`src/rtl/cps_pkg.sv`:
```
package cps_pkg;
  // Length class selected for the second currently being counted.
  typedef enum logic [1:0] {
    LEN_NOM   = 2'd0,
    LEN_SHORT = 2'd1,
    LEN_LONG  = 2'd2
  } len_e;
endpackage

```
`src/rtl/cps_tick_div.sv`:
```
module cps_tick_div
  import cps_pkg::*;
#(
  parameter int TICKS_PER_SEC = 32768,
  parameter int SHORT_TICKS   = 256,
  parameter int LONG_TICKS    = 128
) (
  input  logic clk,
  input  logic rst_n,
  input  logic adv,
  input  len_e sel,
  output logic at_zero,
  output logic wrap
);
  localparam int TW = $clog2(TICKS_PER_SEC + LONG_TICKS + 1);
  localparam logic [TW-1:0] LAST_NOM   = TW'(TICKS_PER_SEC - 1);
  localparam logic [TW-1:0] LAST_SHORT = TW'(TICKS_PER_SEC - SHORT_TICKS - 1);
  localparam logic [TW-1:0] LAST_LONG  = TW'(TICKS_PER_SEC + LONG_TICKS - 1);

  logic [TW-1:0] cnt_q, cnt_d, last;

  always_comb begin
    unique case (sel)
      LEN_SHORT: last = LAST_SHORT;
      LEN_LONG:  last = LAST_LONG;
      default:   last = LAST_NOM;
    endcase
  end

  assign wrap    = adv && (cnt_q == last);
  assign at_zero = (cnt_q == '0);

  always_comb begin
    cnt_d = cnt_q;
    if (adv) begin
      if (wrap) cnt_d = '0;
      else      cnt_d = cnt_q + TW'(1);
    end
  end

  always_ff @(posedge clk or negedge rst_n) begin
    if (!rst_n) cnt_q <= '0;
    else        cnt_q <= cnt_d;
  end
endmodule

```
`src/rtl/cps_pos_ctr.sv`:
```
module cps_pos_ctr #(
  parameter int SECS_PER_MIN = 60,
  parameter int MINS_PER_WIN = 64,
  localparam int SW = (SECS_PER_MIN > 1) ? $clog2(SECS_PER_MIN) : 1,
  localparam int MW = (MINS_PER_WIN > 1) ? $clog2(MINS_PER_WIN) : 1
) (
  input  logic          clk,
  input  logic          rst_n,
  input  logic          sec_adv,
  output logic [SW-1:0] sec_idx,
  output logic [MW-1:0] min_idx,
  output logic          min_wrap,
  output logic          win_start
);
  localparam logic [SW-1:0] SEC_LAST = SW'(SECS_PER_MIN - 1);
  localparam logic [MW-1:0] MIN_LAST = MW'(MINS_PER_WIN - 1);

  logic [SW-1:0] sec_q, sec_d;
  logic [MW-1:0] min_q, min_d;

  assign min_wrap  = sec_adv && (sec_q == SEC_LAST);
  assign win_start = (sec_q == '0) && (min_q == '0);
  assign sec_idx   = sec_q;
  assign min_idx   = min_q;

  always_comb begin
    sec_d = sec_q;
    min_d = min_q;
    if (sec_adv) begin
      if (min_wrap) begin
        sec_d = '0;
        min_d = (min_q == MIN_LAST) ? '0 : min_q + MW'(1);
      end else begin
        sec_d = sec_q + SW'(1);
      end
    end
  end

  always_ff @(posedge clk or negedge rst_n) begin
    if (!rst_n) begin
      sec_q <= '0;
      min_q <= '0;
    end else begin
      sec_q <= sec_d;
      min_q <= min_d;
    end
  end
endmodule

```
`src/rtl/cps_trim.sv`:
```
module cps_trim
  import cps_pkg::*;
#(
  parameter int MAG_W = 5,
  parameter int MW    = 6,
  parameter int SW    = 6
) (
  input  logic             clk,
  input  logic             rst_n,
  input  logic             load,
  input  logic [MAG_W-1:0] cal_mag,
  input  logic             cal_pos,
  input  logic [SW-1:0]    sec_idx,
  input  logic [MW-1:0]    min_idx,
  output len_e             sel
);
  localparam int CW = (MW > MAG_W + 1) ? MW : MAG_W + 1;

  logic [MAG_W-1:0] mag_q, mag_d;
  logic             pos_q, pos_d;
  logic [CW-1:0]    min_ext, span;
  logic             trim_now;

  always_comb begin
    mag_d = mag_q;
    pos_d = pos_q;
    if (load) begin
      mag_d = cal_mag;
      pos_d = cal_pos;
    end
  end

  always_ff @(posedge clk or negedge rst_n) begin
    if (!rst_n) begin
      mag_q <= '0;
      pos_q <= 1'b0;
    end else begin
      mag_q <= mag_d;
      pos_q <= pos_d;
    end
  end

  assign min_ext  = CW'(min_idx);
  assign span     = CW'({mag_q, 1'b0});
  assign trim_now = (sec_idx == '0) && (min_ext < span);

  always_comb begin
    if (!trim_now)  sel = LEN_NOM;
    else if (pos_q) sel = LEN_SHORT;
    else            sel = LEN_LONG;
  end
endmodule

```
`src/rtl/calibrated_prescaler.sv`:
```
module calibrated_prescaler
  import cps_pkg::*;
#(
  parameter int TICKS_PER_SEC = 32768,
  parameter int SHORT_TICKS   = 256,
  parameter int LONG_TICKS    = 128,
  parameter int SECS_PER_MIN  = 60,
  parameter int MINS_PER_WIN  = 64,
  parameter int MAG_W         = 5
) (
  input  logic             clk,
  input  logic             rst_n,
  input  logic             osc_en,
  input  logic             stop,
  input  logic [MAG_W-1:0] cal_mag,
  input  logic             cal_pos,
  output logic             sec_tick,
  output logic             min_tick
);
  localparam int SW = (SECS_PER_MIN > 1) ? $clog2(SECS_PER_MIN) : 1;
  localparam int MW = (MINS_PER_WIN > 1) ? $clog2(MINS_PER_WIN) : 1;

  logic          adv, tick_zero, sec_wrap, min_wrap, win_start, load;
  logic [SW-1:0] sec_idx;
  logic [MW-1:0] min_idx;
  len_e          sel;
  logic          sec_q, min_q;

  assign adv  = osc_en && !stop;
  assign load = adv && tick_zero && win_start;

  cps_tick_div #(
    .TICKS_PER_SEC(TICKS_PER_SEC),
    .SHORT_TICKS  (SHORT_TICKS),
    .LONG_TICKS   (LONG_TICKS)
  ) u_div (
    .clk    (clk),
    .rst_n  (rst_n),
    .adv    (adv),
    .sel    (sel),
    .at_zero(tick_zero),
    .wrap   (sec_wrap)
  );

  cps_pos_ctr #(
    .SECS_PER_MIN(SECS_PER_MIN),
    .MINS_PER_WIN(MINS_PER_WIN)
  ) u_pos (
    .clk      (clk),
    .rst_n    (rst_n),
    .sec_adv  (sec_wrap),
    .sec_idx  (sec_idx),
    .min_idx  (min_idx),
    .min_wrap (min_wrap),
    .win_start(win_start)
  );

  cps_trim #(
    .MAG_W(MAG_W),
    .MW   (MW),
    .SW   (SW)
  ) u_trim (
    .clk    (clk),
    .rst_n  (rst_n),
    .load   (load),
    .cal_mag(cal_mag),
    .cal_pos(cal_pos),
    .sec_idx(sec_idx),
    .min_idx(min_idx),
    .sel    (sel)
  );

  always_ff @(posedge clk or negedge rst_n) begin
    if (!rst_n) begin
      sec_q <= 1'b0;
      min_q <= 1'b0;
    end else begin
      sec_q <= sec_wrap;
      min_q <= min_wrap;
    end
  end

  assign sec_tick = sec_q;
  assign min_tick = min_q;
endmodule

```
`config.mk`:
```
export PLATFORM = sky130hd
export DESIGN_NAME = calibrated_prescaler
export DESIGN_NICKNAME = d
export VERILOG_FILES = /design/src/rtl/cps_pkg.sv /design/src/rtl/cps_tick_div.sv /design/src/rtl/cps_pos_ctr.sv /design/src/rtl/cps_trim.sv /design/src/rtl/calibrated_prescaler.sv
export SDC_FILE = /design/constraint.sdc
export NUM_CORES = 1
export LEC_CHECK = 0
export BUFFER_PORTS_ARGS = -buffer_cell sky130_fd_sc_hd__buf_2
export CAP_MARGIN = 40
export CORE_AREA = 8 8 77 106
export DETAILED_ROUTE_END_ITERATION = 16
export DIE_AREA = 0 0 85 114
export SLEW_MARGIN = 40
export SYNTH_ARGS = -nofsm -noshare
export SYNTH_HDL_FRONTEND = slang
export SYNTH_SLANG_ARGS = --single-unit
```
`constraint.sdc`:
```
create_clock -name clk -period 3.3 [get_ports clk]
set_clock_uncertainty 0.15 [all_clocks]
set_input_delay 0.66 -clock clk [delete_from_list [all_inputs] [get_ports clk]]
set_output_delay 0.66 -clock clk [all_outputs]
set_load 0.03 [all_outputs]
```
* After elaboration in Yosys (flattened, before gate mapping)
Cells that the tools add are included.
** Storage, ports and cells
- Bits in registers :: 36
- Bits of input ports :: 10
- Output and inout port bits :: 2
- Word-level logic and storage cells :: 34
** Cells by class
- Add/sub/neg operators :: 3
- Order comparisons :: 1
- Equal/unequal tests :: 5
- Multiplexer cells :: 6
- Reductions and logical operators :: 12
** Operators by type and width (number)
- case mux 16 bit (2 select lines) :: 1
- adder 16 x 1 -> 16 bit, second input constant :: 1
- == test 16 bit :: 1
- logical NOT 16 bit :: 1
- 2-to-1 mux 16 bit :: 1
- adder 6 x 1 -> 6 bit, second input constant :: 2
- == test 6 bit, second input constant :: 2
- logical NOT 6 bit :: 2
- 2-to-1 mux 6 bit :: 2
- logical AND 1 bit :: 7
- < comparator 6 bit :: 1
- 2-to-1 mux 2 bit :: 2
- == test 2 x 1 -> 1 bit, second input constant :: 1
- == test 2 bit, second input constant :: 1
- AND reduction 2 bit :: 1
- logical NOT 1 bit :: 1

* Logic depth before layout (Yosys ltp)
- Depth in word-level cells :: 9
- Gate-level depth with buffers :: 10
- Depth with buffers taken out :: 9

* Hierarchy
Synthesis repeated with hierarchy kept, for this count alone.
** Unflattened totals
- Cells, all modules :: 204
- Area total of the unflattened synthesis :: 1996.9 µm²
** By module, submodules not included
- cps_tick_div :: times used 1, cells each 93, area each 919.6 µm², seq. area each 400.4 µm²
- cps_pos_ctr :: times used 1, cells each 70, area each 666.9 µm², seq. area each 300.3 µm²
- cps_trim :: times used 1, cells each 37, area each 341.6 µm², seq. area each 150.1 µm²
- calibrated_prescaler :: times used 1, cells each 4, area each 68.8 µm², seq. area each 50.0 µm²

* Worst setup path before layout
OpenSTA, ideal clock, no wires.
- Path type :: reg2reg
- Start :: reg u_pos.min_q[3], in the netlist u_pos.min_idx[3]
- End :: reg u_pos.min_q[1], in the netlist u_pos.min_idx[1]
- Setup time :: 0.125 ns
- Arrival time :: 2.079 ns
- Required time :: 3.025 ns
- Path slack :: 0.946 ns
- Stages on the path, launching flop included :: 9
- Path buffers :: 0
- Period minus slack after synthesis :: 2.354 ns
- Cell sequence :: dfrtp_1 -> ha_1 -> a21oi_1 -> o21ai_0 -> a31oi_4 -> mux2i_4 -> nand3_2 -> inv_2 -> mux2_4
** Between the ends
- Word-level cells in the longest chain between the ends :: 9
- Elaborated cells between the ends (all ways) :: 12
- Classes of those cells :: 1 x order compare; 4 x eq/ne; 3 x mux; 4 x reduce/logical
** RTL lines
- start, declared :: line cps_pos_ctr.sv:19 : logic [MW-1:0] min_q, min_d;
- start signal, assigned :: line cps_pos_ctr.sv:45 : min_q <= min_d;
- < comparator 6 bit * :: line cps_trim.sv:45 : assign trim_now = (sec_idx == '0) && (min_ext < span);
- logical AND 1 bit * :: line cps_trim.sv:45
- 2-to-1 mux 2 bit * :: line cps_trim.sv:48 : if (!trim_now) sel = LEN_NOM;
- == test 2 bit / == test 2 x 1 -> 1 bit (equally long branches) :: line cps_tick_div.sv:23 : unique case (sel)
- case mux 16 bit (2 select lines) * :: line cps_tick_div.sv:23
- == test 16 bit * :: line cps_tick_div.sv:30 : assign wrap = adv && (cnt_q == last);
- logical AND 1 bit * :: line cps_tick_div.sv:30
- logical AND 1 bit * :: line cps_pos_ctr.sv:21 : assign min_wrap = sec_adv && (sec_q == SEC_LAST);
- via min_wrap :: line calibrated_prescaler.sv:23 : logic adv, tick_zero, sec_wrap, min_wrap, win_start, load;
- AND reduction 2 bit (no source line) *
Mark *: on every way through the listed nets, which the timed path passes. The rest lies on a longest branch.
A chain may end at the register's enable or synchronous reset.

* Worst setup path in the final report
- Start :: reg u_pos.min_q[3], in the netlist u_pos.min_idx[3]
- End :: reg u_pos.sec_q[1], in the netlist u_pos.sec_idx[1]
** Between the ends
- Word-level cells in the longest chain between the ends :: 9
- Elaborated cells between the ends (all ways) :: 10
- Classes of those cells :: 1 x order compare; 3 x eq/ne; 3 x mux; 3 x reduce/logical
** RTL lines
- < comparator 6 bit * :: line cps_trim.sv:45
- logical AND 1 bit * :: line cps_trim.sv:45
- 2-to-1 mux 2 bit * :: line cps_trim.sv:48
- == test 2 bit / == test 2 x 1 -> 1 bit (equally long branches) :: line cps_tick_div.sv:23
- case mux 16 bit (2 select lines) * :: line cps_tick_div.sv:23
- == test 16 bit * :: line cps_tick_div.sv:30
- logical AND 1 bit * :: line cps_tick_div.sv:30
- logical AND 1 bit :: line cps_pos_ctr.sv:21
- 2-to-1 mux 6 bit :: line cps_pos_ctr.sv:30 : if (min_wrap) begin
- end signal, assigned :: line cps_pos_ctr.sv:41 : sec_q <= '0;
- end signal, assigned :: line cps_pos_ctr.sv:44 : sec_q <= sec_d;
- end, declared :: line cps_pos_ctr.sv:18 : logic [SW-1:0] sec_q, sec_d;
Every way passes the cells marked *; elsewhere a longest branch is shown, timed or not.

==> flow_summary.toml <==
[global_routing]
grtUsageTotal_pct = 9.18
grt_pass1_vias = 1556
grt_pass1_wl_mm = 7.15
grt_max_degree = 37
antenna_found_initial = 0
overflow = 0

[cts]
cts_resized = 0
clock-sinks = 36
cts-root-buf = "clkbuf_8"
clockBufferDepth = 2
cts_max_level = 2
cts_tree = "done"
cts_buffers = 5
post-cts-setup-buffers = 0
clk_latency_ps = 290
postCtsHoldBufs = 0
clk_pin_slew_ps = 80

[timing]
finalSetupViolations = 0
tightest_slew_ps = 536
hold_viol = 0
max_freq_mhz = 385
relSlewSlack_pct = 64.2
period_share_pct = 78.7
final_max_slew_viol_count = 0
final.setup.tns_ps = 0
min_period_ps = 2600
rsz0062_at_grt = "no"
timing.final.ws_setup_ps = 705

[floorplan]
die_area_um2 = 9690
initial_core_util_pct = 30.5
die_y_um = 114
core_area_um2 = 6530
rows = 35
die_w_um = 85
io_pins = 12

[critical_path]
endpoint_kind = "register"
crit_path_end = "u_pos.sec_idx[1]$_DFFE_PN0P_"
start_kind = "register"
rrSetupSlack_ps = 700
cp-startpoint = "u_pos.min_idx[3]$_DFFE_PN0P_"
worstPathArrival_ps = 2600
crit_fanout = 13
timing.rr.start = "u_pos.min_idx[3]$_DFFE_PN0P_"
reg2reg_depth = 8
rr_endpoint = "u_pos.sec_idx[1]$_DFFE_PN0P_"
crit_required_ps = 3310
path_class = "reg2reg"

[synth]
netlist.area_leader.share_pct = 45.3
yosysMostFrequentCell = "dfrtp_1"
async_reset_ff_share_pct = 100
netlist_area_um2 = 1990
synth.top_cells.by_count = "dfrtp_1, nand2_1, nor2_1"
synth_compound_area_share_pct = 10.3
syn-num-nets = 216
synth-seq-cells = 36
synth_edf_count = 0
synth_xor_area_share_pct = 7.04
syn_inst = 196
avgSynthCellArea_um2 = 10.2
ys.flop_type = "dfrtp_1"
synth_cell_types = 45
synth_top_family_by_area = "simple AND/OR/NAND/NOR gates"
seq_area_frac_synth_pct = 45.3
synthMuxAreaShare_pct = 5.35
synth_fa_ha_area_share_pct = 6.29
synthTopCellsByArea = "dfrtp_1, ha_1, nand2_1, xor2_1, nor2_1"
synthSimpleGateAreaFrac_pct = 21.9
yosysWarnings = 0
synth_top_area_cell = "dfrtp_1"

[placement]
gp_congestion = 0.817
numPortBuffers = 11
pre_cts_ws_ps = 598
dp_hpwl_mm = 2.93

[power_and_ir_drop]
power_leakage_nw = 1.00
power-per-cell-area_nw_per_um2 = 399
ir_worst_vdd_v = 0.000224

[detailed_routing]
wirelength_mm = 3.97
via_count = 1435
routedWlPerCell_um = 13.8
drt_iter0_drc = 50
ant_nets = 0
dr.pass1.iters = 4
drc_errors = 0
viasPerCell = 5.00

[hold_path]
hold_path_class = "in2async"

[cells_and_area]
utilization_pct = 34.1
drive_above_1_share_pct = 18.8
areaGrowthSynthToFinish_pct = 11.9
diodes = 0
num-nets-final = 232
nFillCells = 646

[run_status]
status = "complete, no violations"

[run]
drv_cap = 0
## placed cells by master (no fill, tap or decap), types with 2 or more instances in the layout
| cell | Yosys | final |
|---|---|---|
| o41ai_1 | 2 | 2 |
| nand3_1 | 8 | 8 |
| o31ai_1 | 7 | 7 |
| and3_1 | 2 | 2 |
| nor2_1 | 17 | 17 |
| nor4b_1 | 2 | 2 |
| inv_1 | 14 | 14 |
| mux2i_1 | 2 | 2 |
| a31oi_1 | 2 | 2 |
| dfrtp_1 | 36 | 36 |
| buf_2 | 1 | 10 |
| mux2_2 | 3 | 3 |
| buf_4 | 1 | 3 |
| or2_2 | 2 | 2 |
| nor3_1 | 2 | 2 |
| o211ai_1 | 2 | 2 |
| nand2_1 | 24 | 24 |
| nand4_1 | 6 | 6 |
| xnor2_1 | 6 | 6 |
| nor2b_1 | 3 | 3 |
| xor2_1 | 10 | 10 |
| o21ai_0 | 10 | 10 |
| or4_4 | 2 | 2 |
| clkbuf_8 | 0 | 6 |
| ha_1 | 10 | 10 |
| mux2_4 | 2 | 2 |
| clkinv_2 | 0 | 2 |
## cell type report
class	instances	area [µm²]	area share [%]
timing repair buffer	13	72.6	3.26
clock inverter	2	10.0	0.450
tap	74	92.6	4.16
multi-input combinational	141	1010	45.4
inverter	15	56.3	2.53
sequential	36	901	40.5
clock buffer	6	82.6	3.71
## worst min-delay path by stage
stage | cells after the start | start | endpoint
CTS | 1 | rst_n | u_div.cnt_q[3]$_DFFE_PN0P_
detailed placement | 1 | u_trim.mag_q[0]$_DFFE_PN0P_ | u_trim.mag_q[0]$_DFFE_PN0P_
finish | 1 | rst_n | u_div.cnt_q[3]$_DFFE_PN0P_
floorplan | 0 | rst_n | min_tick$_DFF_PN0_
global route | 1 | rst_n | u_div.cnt_q[4]$_DFFE_PN0P_
global placement | 1 | u_trim.mag_q[0]$_DFFE_PN0P_ | u_trim.mag_q[0]$_DFFE_PN0P_
## routing by layer
layer	routed length, µm	global-route usage [%]
met2	2040	16.7
met3	95	1.44
met5	0	0
met1	1700	9.35
met4	136	6.21
## stage by stage
step	cells	hold slack [ps]	power (mW)	instance area (µm²)
final	287	172	0.889	2230
after floorplan	196	214	0.540	1990
after CTS	287	341	0.900	2220
after detailed placement	279	339	0.569	2130
after global routing	287	203	0.931	2230
after global placement	279	333	0.569	2130
## power by group
group	leakage, nW	switching [mW]	internal (mW)
sequential	0.463	0.0274	0.466
clock	0.0510	0.163	0.167
combinational	0.489	0.0327	0.0332
## cells by family after synthesis
family,Yosys count
AND/OR/NAND/NOR,79
adder cells (fa/ha/maj),10
flip-flops,36
multiplexers,8
AO/OA/AOI/OAI,28
buffers and inverters,19
XOR/XNOR,16
## sequential cells by signal, summed over array words and instances (netlist names)
register	cells
u_pos.sec_idx	6
u_div.cnt_q	16
u_trim.mag_q	5
min_tick	1
sec_tick	1
u_pos.min_idx	6
u_trim.pos_q	1
## worst max-delay path, cell delays in order (launching register included)
cell and delay [ps]:
dfrtp_1 470, ha_1 340, a21oi_1 130, o21ai_0 150
a31oi_4 280, mux2i_4 380, nand2_2 100, inv_1 310
o21ai_0 150
Note: power is estimated with default switching activity, not from simulation.
